**src/rtl/es_frame_pkg.sv**
```systemverilog
// Shared constants for the frame elastic store.
package es_frame_pkg;
    localparam int unsigned T1_FRAME_BITS = 193;
    localparam int unsigned E1_FRAME_BITS = 256;

    // Bit positions of the slip direction code.
    localparam int unsigned DIR_REPEAT = 0;
    localparam int unsigned DIR_DELETE = 1;
endpackage

```
**src/rtl/es_bit_ram.sv**
```systemverilog
// Single-bit storage ring with one write port and one registered read port.
// Assumes the caller keeps addresses below DEPTH.
module es_bit_ram #(
    parameter int DEPTH = 512,
    localparam int AW   = $clog2(DEPTH)
) (
    input  logic          clk,
    input  logic          rst_n,
    input  logic          we,
    input  logic [AW-1:0] waddr,
    input  logic          wdata,
    input  logic          re,
    input  logic [AW-1:0] raddr,
    output logic          rdata
);
    logic store [DEPTH];

    // Write the incoming bit.
    always_ff @(posedge clk) begin
        if (we) store[waddr] <= wdata;
    end

    // Register the outgoing bit; hold it when no read is strobed.
    always_ff @(posedge clk) begin
        if (!rst_n)  rdata <= 1'b0;
        else if (re) rdata <= store[raddr];
    end
endmodule

```
**src/rtl/es_wr_ctrl.sv**
```systemverilog
// Write-side frame pointer: frame half plus bit position, flywheeling
// between sync pulses. A mid-frame sync starts bit 0 of the other half.
// Assumes flen does not exceed 2**FW-1.
module es_wr_ctrl #(
    parameter int AW = 9,
    parameter int FW = 9
) (
    input  logic          clk,
    input  logic          rst_n,
    input  logic [FW-1:0] flen,
    input  logic          wr_en,
    input  logic          wr_sync,
    output logic [AW-1:0] waddr,
    output logic [AW-1:0] wnext
);
    logic          half_q;
    logic [FW-1:0] pos_q;
    logic          start;
    logic          half_now;
    logic [FW-1:0] pos_now;

    // Resolve the address used by the current strobe.
    always_comb begin
        start    = wr_en && (pos_q == '0 || wr_sync);
        half_now = (wr_sync && pos_q != '0) ? ~half_q : half_q;
        pos_now  = start ? '0 : pos_q;
        waddr    = (half_now ? AW'(flen) : '0) + AW'(pos_now);
        wnext    = (half_q ? AW'(flen) : '0) + AW'(pos_q);
    end

    // Advance the pointer, wrapping into the other half at frame end.
    always_ff @(posedge clk) begin
        if (!rst_n) begin
            half_q <= 1'b0;
            pos_q  <= '0;
        end else if (wr_en) begin
            if (pos_now >= flen - FW'(1)) begin
                pos_q  <= '0;
                half_q <= ~half_now;
            end else begin
                pos_q  <= pos_now + FW'(1);
                half_q <= half_now;
            end
        end
    end
endmodule

```
**src/rtl/es_rd_ctrl.sv**
```systemverilog
// Read-side frame pointer with slip decision and the two initializations.
// The slip check runs only at a read frame start and moves the read half by
// one frame. Assumes initialization edges do not coincide with rd_en.
module es_rd_ctrl #(
    parameter int AW = 9,
    parameter int FW = 9
) (
    input  logic          clk,
    input  logic          rst_n,
    input  logic [FW-1:0] flen,
    input  logic          rd_en,
    input  logic          rd_sync,
    input  logic [AW-1:0] wnext,
    input  logic          slip_en,
    input  logic          init_reset,
    input  logic          init_align,
    input  logic          tx_dir,
    output logic [AW-1:0] raddr,
    output logic          slip_rep,
    output logic          slip_del
);
    localparam int DW = AW + 3;

    logic          half_q;
    logic [FW-1:0] pos_q;
    logic [DW-1:0] f, two_f, d_start, d_now;
    logic          start, half_s, half_use, under, over, take_slip, keep;
    logic [FW-1:0] pos_now;

    // Distance from b forward to a around a ring of length twof.
    function automatic logic [DW-1:0] span(input logic [DW-1:0] a, input logic [DW-1:0] b,
                                           input logic [DW-1:0] twof);
        return (a >= b) ? (a - b) : (a + twof - b);
    endfunction

    // Slip decision at a read frame start and the read address.
    always_comb begin
        f         = DW'(flen);
        two_f     = f << 1;
        start     = rd_en && (pos_q == '0 || rd_sync);
        half_s    = (rd_sync && pos_q != '0) ? ~half_q : half_q;
        d_start   = span(DW'(wnext), half_s ? f : '0, two_f);
        under     = slip_en && ((d_start << 2) < f);
        over      = slip_en && ((d_start << 2) > (f * DW'(7)));
        take_slip = start && (under || over);
        half_use  = take_slip ? ~half_s : half_s;
        pos_now   = start ? '0 : pos_q;
        raddr     = AW'((half_use ? f : '0) + DW'(pos_now));
        slip_rep  = take_slip && under;
        slip_del  = take_slip && over;
    end

    // Initialization: keep the current half when the delay already fits.
    always_comb begin
        d_now = span(DW'(wnext), (half_q ? f : '0) + DW'(pos_q), two_f);
        if (init_align)   keep = ((d_now << 1) >= f) && ((d_now << 1) < (f * DW'(3)));
        else if (tx_dir)  keep = (d_now >= f);
        else              keep = (d_now < f);
    end

    // Advance the read pointer or apply an initialization.
    always_ff @(posedge clk) begin
        if (!rst_n) begin
            half_q <= 1'b0;
            pos_q  <= '0;
        end else if (init_reset || init_align) begin
            if (!keep) half_q <= ~half_q;
        end else if (rd_en) begin
            if (pos_now >= flen - FW'(1)) begin
                pos_q  <= '0;
                half_q <= ~half_use;
            end else begin
                pos_q  <= pos_now + FW'(1);
                half_q <= half_use;
            end
        end
    end
endmodule

```
**src/rtl/es_frame_store.sv**
```systemverilog
// Bit-serial T1/E1 elastic store between a line bit strobe and a system
// bit strobe in one fast clock. Two-frame ring with whole-frame slips, or a
// 32-bit fixed-lag ring in minimum delay mode. Commands act on rising edges
// and are expected in cycles without wr_en or rd_en.
module es_frame_store #(
    parameter int FRAME_MAX = 256,
    parameter int MIN_DEPTH = 32
) (
    input  logic       clk,
    input  logic       rst_n,
    input  logic       e1_mode,
    input  logic       min_delay,
    input  logic       tx_dir,
    input  logic       wr_en,
    input  logic       wr_sync,
    input  logic       wr_data,
    input  logic       rd_en,
    input  logic       rd_sync,
    output logic       rd_data,
    input  logic       cmd_reset,
    input  logic       cmd_align,
    input  logic       slip_clr,
    output logic       slip_flag,
    output logic [1:0] slip_dir
);
    import es_frame_pkg::*;

    localparam int DEPTH   = 2 * FRAME_MAX;
    localparam int AW      = $clog2(DEPTH);
    localparam int FW      = $clog2(FRAME_MAX + 1);
    localparam int MW      = $clog2(MIN_DEPTH);
    localparam int MIN_LAG = MIN_DEPTH / 2;

    logic [FW-1:0] flen;
    logic [AW-1:0] ring_waddr, ring_wnext, ring_raddr, mem_waddr, mem_raddr;
    logic [MW-1:0] min_wp, min_rp;
    logic          reset_q, align_q, min_q;
    logic          reset_rise, align_rise, min_rise;
    logic          slip_rep, slip_del;

    // Frame length and command edge detection.
    always_comb begin
        flen       = e1_mode ? FW'(E1_FRAME_BITS) : FW'(T1_FRAME_BITS);
        reset_rise = cmd_reset && !reset_q;
        align_rise = cmd_align && !align_q;
        min_rise   = min_delay && !min_q;
    end

    // Remember previous command levels.
    always_ff @(posedge clk) begin
        if (!rst_n) begin
            reset_q <= 1'b0;
            align_q <= 1'b0;
            min_q   <= 1'b0;
        end else begin
            reset_q <= cmd_reset;
            align_q <= cmd_align;
            min_q   <= min_delay;
        end
    end

    es_wr_ctrl #(.AW(AW), .FW(FW)) u_wr (
        .clk(clk), .rst_n(rst_n), .flen(flen),
        .wr_en(wr_en), .wr_sync(wr_sync),
        .waddr(ring_waddr), .wnext(ring_wnext)
    );

    es_rd_ctrl #(.AW(AW), .FW(FW)) u_rd (
        .clk(clk), .rst_n(rst_n), .flen(flen),
        .rd_en(rd_en), .rd_sync(rd_sync), .wnext(ring_wnext),
        .slip_en(!min_delay), .init_reset(reset_rise && !min_delay),
        .init_align(align_rise && !min_delay), .tx_dir(tx_dir),
        .raddr(ring_raddr), .slip_rep(slip_rep), .slip_del(slip_del)
    );

    // Fixed-lag pointers for minimum delay mode, recentred on entry or reset.
    always_ff @(posedge clk) begin
        if (!rst_n) begin
            min_wp <= '0;
            min_rp <= '0;
        end else begin
            if (wr_en) min_wp <= min_wp + MW'(1);
            if (min_rise || (reset_rise && min_delay)) min_rp <= min_wp - MW'(MIN_LAG);
            else if (rd_en)                            min_rp <= min_rp + MW'(1);
        end
    end

    // Select the ring that addresses storage.
    always_comb begin
        mem_waddr = min_delay ? AW'(min_wp) : ring_waddr;
        mem_raddr = min_delay ? AW'(min_rp) : ring_raddr;
    end

    es_bit_ram #(.DEPTH(DEPTH)) u_ram (
        .clk(clk), .rst_n(rst_n),
        .we(wr_en), .waddr(mem_waddr), .wdata(wr_data),
        .re(rd_en), .raddr(mem_raddr), .rdata(rd_data)
    );

    // Sticky slip flag and last slip direction.
    always_ff @(posedge clk) begin
        if (!rst_n) begin
            slip_flag <= 1'b0;
            slip_dir  <= 2'b00;
        end else begin
            slip_flag <= slip_clr ? 1'b0 : (slip_flag || slip_rep || slip_del);
            if (slip_rep || slip_del) begin
                slip_dir[DIR_REPEAT] <= slip_rep;
                slip_dir[DIR_DELETE] <= slip_del;
            end
        end
    end
endmodule

```
**config.mk**
```make
export PLATFORM = sky130hd
export DESIGN_NAME = es_frame_store
export DESIGN_NICKNAME = d
export VERILOG_FILES = /design/src/rtl/es_frame_pkg.sv /design/src/rtl/es_bit_ram.sv /design/src/rtl/es_wr_ctrl.sv /design/src/rtl/es_rd_ctrl.sv /design/src/rtl/es_frame_store.sv
export SDC_FILE = /design/constraint.sdc
export NUM_CORES = 1
export LEC_CHECK = 0
export BUFFER_PORTS_ARGS = -buffer_cell sky130_fd_sc_hd__buf_2
export CAP_MARGIN = 10
export CORE_MARGIN = 5
export CORE_UTILIZATION = 41
export CTS_CLUSTER_DIAMETER = 80
export DETAILED_ROUTE_END_ITERATION = 8
export PLACE_DENSITY = 0.61
export SETUP_SLACK_MARGIN = 0.02
export SLEW_MARGIN = 20
export SYNTH_ARGS = -nofsm -noshare
export SYNTH_HDL_FRONTEND = slang
export SYNTH_SLANG_ARGS = --single-unit
```
**constraint.sdc**
```tcl
create_clock -name clk -period 23.1 [get_ports clk]
set_input_delay 2.31 -clock clk [delete_from_list [all_inputs] [get_ports clk]]
set_output_delay 2.31 -clock clk [all_outputs]
set_load 0.05 [all_outputs]
```
==> flow_summary.json, run 1 <==
{
  "cp-end-kind": "flop",
  "violations": "design-rule violations",
  "status": "complete, but fails checks",
  "cts_tree": "yes",
  "grt_usage_pct": 22.3,
  "cts_inserted_buffers": 59,
  "crit_start": "e1_mode",
  "postCtsHoldBufs": 0,
  "yosysMostFrequentCell": "nor2_1",
  "drt-met1-wl_mm": 40.5,
  "slowest_stage": "o31ai_1",
  "core_sq_mm": 0.0747,
  "synth_cell_types": 102,
  "worstPathArrival_ns": 12.81,
  "timing.fmax_ghz": 0.0817,
  "post_cts.repair.setup_buffers": 0,
  "fin_area_sq_mm": 0.0336,
  "crit_type": "primary input to flop",
  "startpoint_type": "primary input",
  "synth_area_sq_mm": 0.0310,
  "grt_setup_unrepaired": "false",
  "synth_top_cell_by_area": "edfxtp_1",
  "die_height_um": 285,
  "root_buffer": "clkbuf_16",
  "synth_fp_nets": 3382,
  "worst_pin_slew_ns": 1.20,
  "fp.dieW_um": 285,
  "viasPerCell": 5.97,
  "fin_tns_setup_ns": 0,
  "cts_resized": 0,
  "rr_startpoint": "u_wr.half_q$_SDFFE_PN0P_",
  "min_path_type": "flop to flop",
  "die-area_sq_mm": 0.0812,
  "row_count": 100,
  "p_leak_nw": 11.0,
  "synth-edff-count": 512,
  "place_hpwl_mm": 53.3,
  "routed_wl_mm": 94.3,
  "cp_data_required_time_ns": 23.66,
  "fin_crit_sh_pct": 53.0,
  "initial_core_util_pct": 41.5,
  "io_buffers": 16,
  "drt_iter0_markers": 3103,
  "wire_per_inst_um": 22.5,
  "worst_clock_skew_ns": 0.0186,
  "dpl_cell_area_sq_mm": 0.0317,
  "pwr_density_cell_mw_per_mm2": 77.5,
  "synthFlopType": "edfxtp_1",
  "cts.clk_slew.worst_paths_ns": 0.06,
  "nNetsFinal": 3263,
  "grt_pass1_vias": 23179,
  "top_layer": "met4",
  "synthCells": 3297,
  "finish.utilization_pct": 44.9,
  "drive_above_1_share_pct": 7.72,
  "critPathMostFrequentCell": "ha_1",
  "dr.pass1.iters": 8,
  "final-setup-viol-count": 0,
  "avgSynthCellArea_sq_um": 9.40,
  "areaGrowthSynthToFinish_pct": 8.30,
  "grt_start_max_net_pins": 169,
  "wl_met2_mm": 43.3,
  "synth_warnings": 0,
  "critPathMaxStageDelay_ns": 0.66,
  "insertion_delay_ns": 0.64,
  "wl_met3_mm": 7.41,
  "synth.top_cell.area_share_pct": 49.6,
  "drcViolationCount": 1,
  "grt_pass1_wl_mm": 143,
  "ios": 17,
  "synth_area_leaders": "edfxtp_1, nor2_1, nand2_1, a21oi_1, ha_1",
  "vias": 25036,
  "hold_start": "slip_dir[0]$_SDFFE_PN0P_",
  "slew_violations": 0,
  "hold_violations": 0,
  "ys_seq_area_share_pct": 52.0,
  "relSlewSlack_pct": 20.2,
  "antenna_left": 0,
  "maxCapViolCount": 0,
  "grt_remaining_overflow": 0,
  "fin_crit_ns": 12.25,
  "cts_buffer_depth": 3,
  "synth-seq-cells": 549,
  "crit_fanout": 41,
  "grt_antenna_before_repair": 1,
  "gp_congestion": 0.875,
  "clock-sinks": 549,
  "ir_worst_vdd_mv": 0.0576,
  "synthTopCellsByCount": "nor2_1, nand2_1, edfxtp_1",
  "async_reset_ff_share_pct": 0,
  "htreeDepth": 2
}
## power by group
part           switching, mW  internal (mW)  total, mW
clock                  0.403          0.518      0.921
combinational          0.382          0.203      0.584
sequential           0.00654           1.09       1.10
## placed cells by master (no fill, tap or decap), drive strengths merged, types with 60 or more instances in the layout
master  netlist  routed
a21oi       195     195
and3         60      60
buf          61      69
clkbuf      188      78
edfxtp      512     512
ha           70      70
mux2i        63      63
nand2       536     536
nand3       117     117
nor2        652     652
o21ai       149     149
## registers in the layout (all words and copies together) (netlist names), 2 cells and up
register	count
u_ram.store	512
u_rd.pos_q	9
u_wr.pos_q	9
min_rp	5
min_wp	5
slip_dir	2
## stage by stage
stage          worst slack [ns]  hold slack [ns]  std cells  total power, mW
2_1_floorplan             12.25            0.462       3297             1.54
3_3_place_gp              10.58            0.447       4086             1.69
3_5_place_dp              10.34            0.449       4086             1.69
4_1_cts                   10.99            0.460       4194             2.61
5_1_grt                    9.96            0.472       4195             2.71
6_report                  10.85            0.461       4195             2.60
## routing by layer
| metal | GRT usage [%] | up-vias |
|---|---|---|
| met5 | 0 | - |
| met4 | 7.59 | 0 |
| met3 | 3.24 | 197 |
| met2 | 35.9 | 1075 |
| met1 | 31.2 | 12217 |
| li1 | - | 11547 |
## worst max-delay path: cells and delay by family
| kind | cells | cell delay (ns) |
|---|---|---|
| buffers and inverters | 5 | 1.34 |
| adders and majority gates | 5 | 1.51 |
| AOI/OAI and AO/OA | 15 | 4.52 |
| and+or+nand+nor | 14 | 1.98 |
| xor gates and xnor gates | 3 | 1.10 |
## final cells by class
cell class,instances,area [sq um]
fill,7106,41100
multi-input combinational,2453,13700
clock inverter,30,244
clock buffer,78,1600
antenna,1,2.50
tap,969,1210
sequential,549,16100
inverter,46,178
timing repair buffer,69,492
## cell families after synthesis
logic type,count (synthesis),share of synthesized area [%]
AND/OR/NAND/NOR,1572,21.8
AO/OA/AOI/OAI,639,13.4
flip-flops,549,52.0
buffers and inverters,295,4.04
multiplexers,100,3.75
adder cells (fa/ha/maj),73,2.99
XOR/XNOR,69,2.03
## worst paths after layout
check                        endpoint  slack (ns)  cells past startpoint
max reg2reg  u_ram.rdata$_SDFFE_PN0P_       12.46                     40
min          slip_dir[0]$_SDFFE_PN0P_        0.46                      2
min reg2reg  slip_dir[0]$_SDFFE_PN0P_        0.46                      2
max          u_ram.rdata$_SDFFE_PN0P_       10.85                     42
(Power assumes the default switching activity.)
==> inputs of run 2 (changes only) <==
- clock period: 23.1 -> 11.5 ns (I/O delays scaled with it)
==> flow_summary.json, run 2 (synthesized netlist as in run 1, its figures left out) <==
{
  "worstPathArrival_ns": 11.10,
  "drcViolationCount": 0,
  "die-area_sq_mm": 0.0812,
  "critPathMaxStageDelay_ns": 0.79,
  "final_cell_mix": "nor2_1, nand2_1, edfxtp_1, a21oi_1, o21ai_0",
  "pwr_density_cell_mw_per_mm2": 156,
  "final_common_cell": "nor2_1",
  "slew_violations": 0,
  "ir_worst_vdd_mv": 0.115,
  "status": "complete, no violations",
  "die_height_um": 285,
  "crit_fanout": 75,
  "fp.dieW_um": 285,
  "drt_iter0_markers": 2889,
  "clock-sinks": 549,
  "finalPower_mw": 5.26,
  "relSlewSlack_pct": 16.2,
  "finalHoldWorstSlack_ns": 0.451,
  "viasPerCell": 5.96,
  "wl_met2_mm": 43.7,
  "fin_crit_ns": 10.52,
  "dr.pass1.iters": 6,
  "core_sq_mm": 0.0747,
  "startpoint_type": "primary input",
  "cts_resized": 0,
  "gp_congestion": 0.915,
  "htreeDepth": 2,
  "worst_clock_skew_ns": 0.0442,
  "fin_tns_setup_ns": 0,
  "grt_usage_pct": 22.6,
  "areaGrowthSynthToFinish_pct": 8.65,
  "p_leak_nw": 11.1,
  "critPathMostFrequentCell": "ha_1",
  "n_fill_cell": 7109,
  "initial_core_util_pct": 41.5,
  "cp_data_required_time_ns": 12.08,
  "cts_inserted_buffers": 58,
  "grt_antenna_before_repair": 1,
  "n_antenna_cell": 0,
  "vias": 25023,
  "timing.fmax_ghz": 0.0950,
  "grt_remaining_overflow": 0,
  "grt_start_max_net_pins": 189,
  "cp-end-kind": "flop",
  "routed_wl_mm": 95.1,
  "cts_buffer_depth": 3,
  "antenna_left": 0,
  "post_cts.repair.setup_buffers": 0,
  "grt_pass1_wl_mm": 145,
  "nNetsFinal": 3268,
  "multi_input_area_sq_mm": 0.0137,
  "cts_tree": "yes",
  "hold_violations": 0,
  "crit_type": "primary input to flop",
  "io_buffers": 16,
  "slowest_stage": "nor4_1",
  "top_layer": "met5",
  "drt-met1-wl_mm": 40.5,
  "drive_above_1_share_pct": 7.86,
  "reg_top3": "u_ram.store (512), u_rd.pos_q (9), u_wr.pos_q (9)",
  "grt_setup_unrepaired": "false",
  "maxCapViolCount": 0,
  "grt_pass1_vias": 23624,
  "postCtsHoldBufs": 0,
  "ios": 17,
  "fin_crit_sh_pct": 91.5,
  "cts.clk_slew.worst_paths_ns": 0.07,
  "final-setup-viol-count": 0,
  "top_register": "u_ram.store",
  "row_count": 100,
  "worst_pin_slew_ns": 1.26,
  "largest_reg_flops": 512,
  "insertion_delay_ns": 0.65,
  "wire_per_inst_um": 22.7,
  "place_hpwl_mm": 54.7,
  "wl_met3_mm": 6.92,
  "min_path_type": "flop to flop",
  "regArea_sq_mm": 0.0161,
  "root_buffer": "clkbuf_16"
}
## run 2: changes by cell type in the layout (fill, tap and decap cells not counted), moves of 2 or more
cell       before  now
buf_12          0    5
clkbuf_8        3    0
clkinv_1       14   17
bufinv_16       3    5
clkbuf_1       15   13
clkinv_8        0    2
## run 2: worst max-delay path, delay by kind of cell
family,cells,cell delay [ns]
fa+ha+maj,5,1.65
buf+inv,4,0.93
simple gates,12,2.29
mux,1,0.58
compound gates,13,3.67
xor+xnor,2,0.75
## run 2: layer usage
layer	track usage, %	vias up
met5	0	-
li1	-	11528
met1	30.8	12354
met2	36.7	915
met4	8.55	2
met3	3.55	224
## run 2: cell type report
type	instances	share of cell area, %
Timing Repair Buffer	75	1.78
Tap cell	969	3.60
Multi-Input combinational cell	2453	40.8
Sequential cell	549	47.9
Clock buffer	72	4.53
Inverter	46	0.528
Clock inverter	36	0.940
## run 2: per-stage QoR
stage	area (sq um)	worst slack [ns]	utilization [%]	cells
2_1_floorplan	31000	1.81	-	3297
3_3_place_gp	31800	0.834	42.6	4092
3_5_place_dp	31800	0.575	42.6	4092
4_1_cts	33700	1.24	45.1	4200
5_1_grt	33700	0.263	45.1	4200
6_report	33700	0.978	45.1	4200
## run 2: final timing paths
path                            startpoint                  endpoint  slack, ns  cells after the start
setup reg to reg  u_wr.half_q$_SDFFE_PN0P_  u_ram.rdata$_SDFFE_PN0P_       1.09                     36
setup / recovery                   e1_mode  u_ram.rdata$_SDFFE_PN0P_       0.98                     37
hold / removal    slip_dir[1]$_SDFFE_PN0P_  slip_dir[1]$_SDFFE_PN0P_       0.45                      2
hold reg to reg   slip_dir[1]$_SDFFE_PN0P_  slip_dir[1]$_SDFFE_PN0P_       0.45                      2
## run 2: where the power goes
group	total [mW]	internal [mW]	switching, mW	leakage, nW
Combinational	1.20	0.415	0.783	5.27
Clock	1.85	1.05	0.804	0.890
Sequential	2.21	2.19	0.0139	4.90
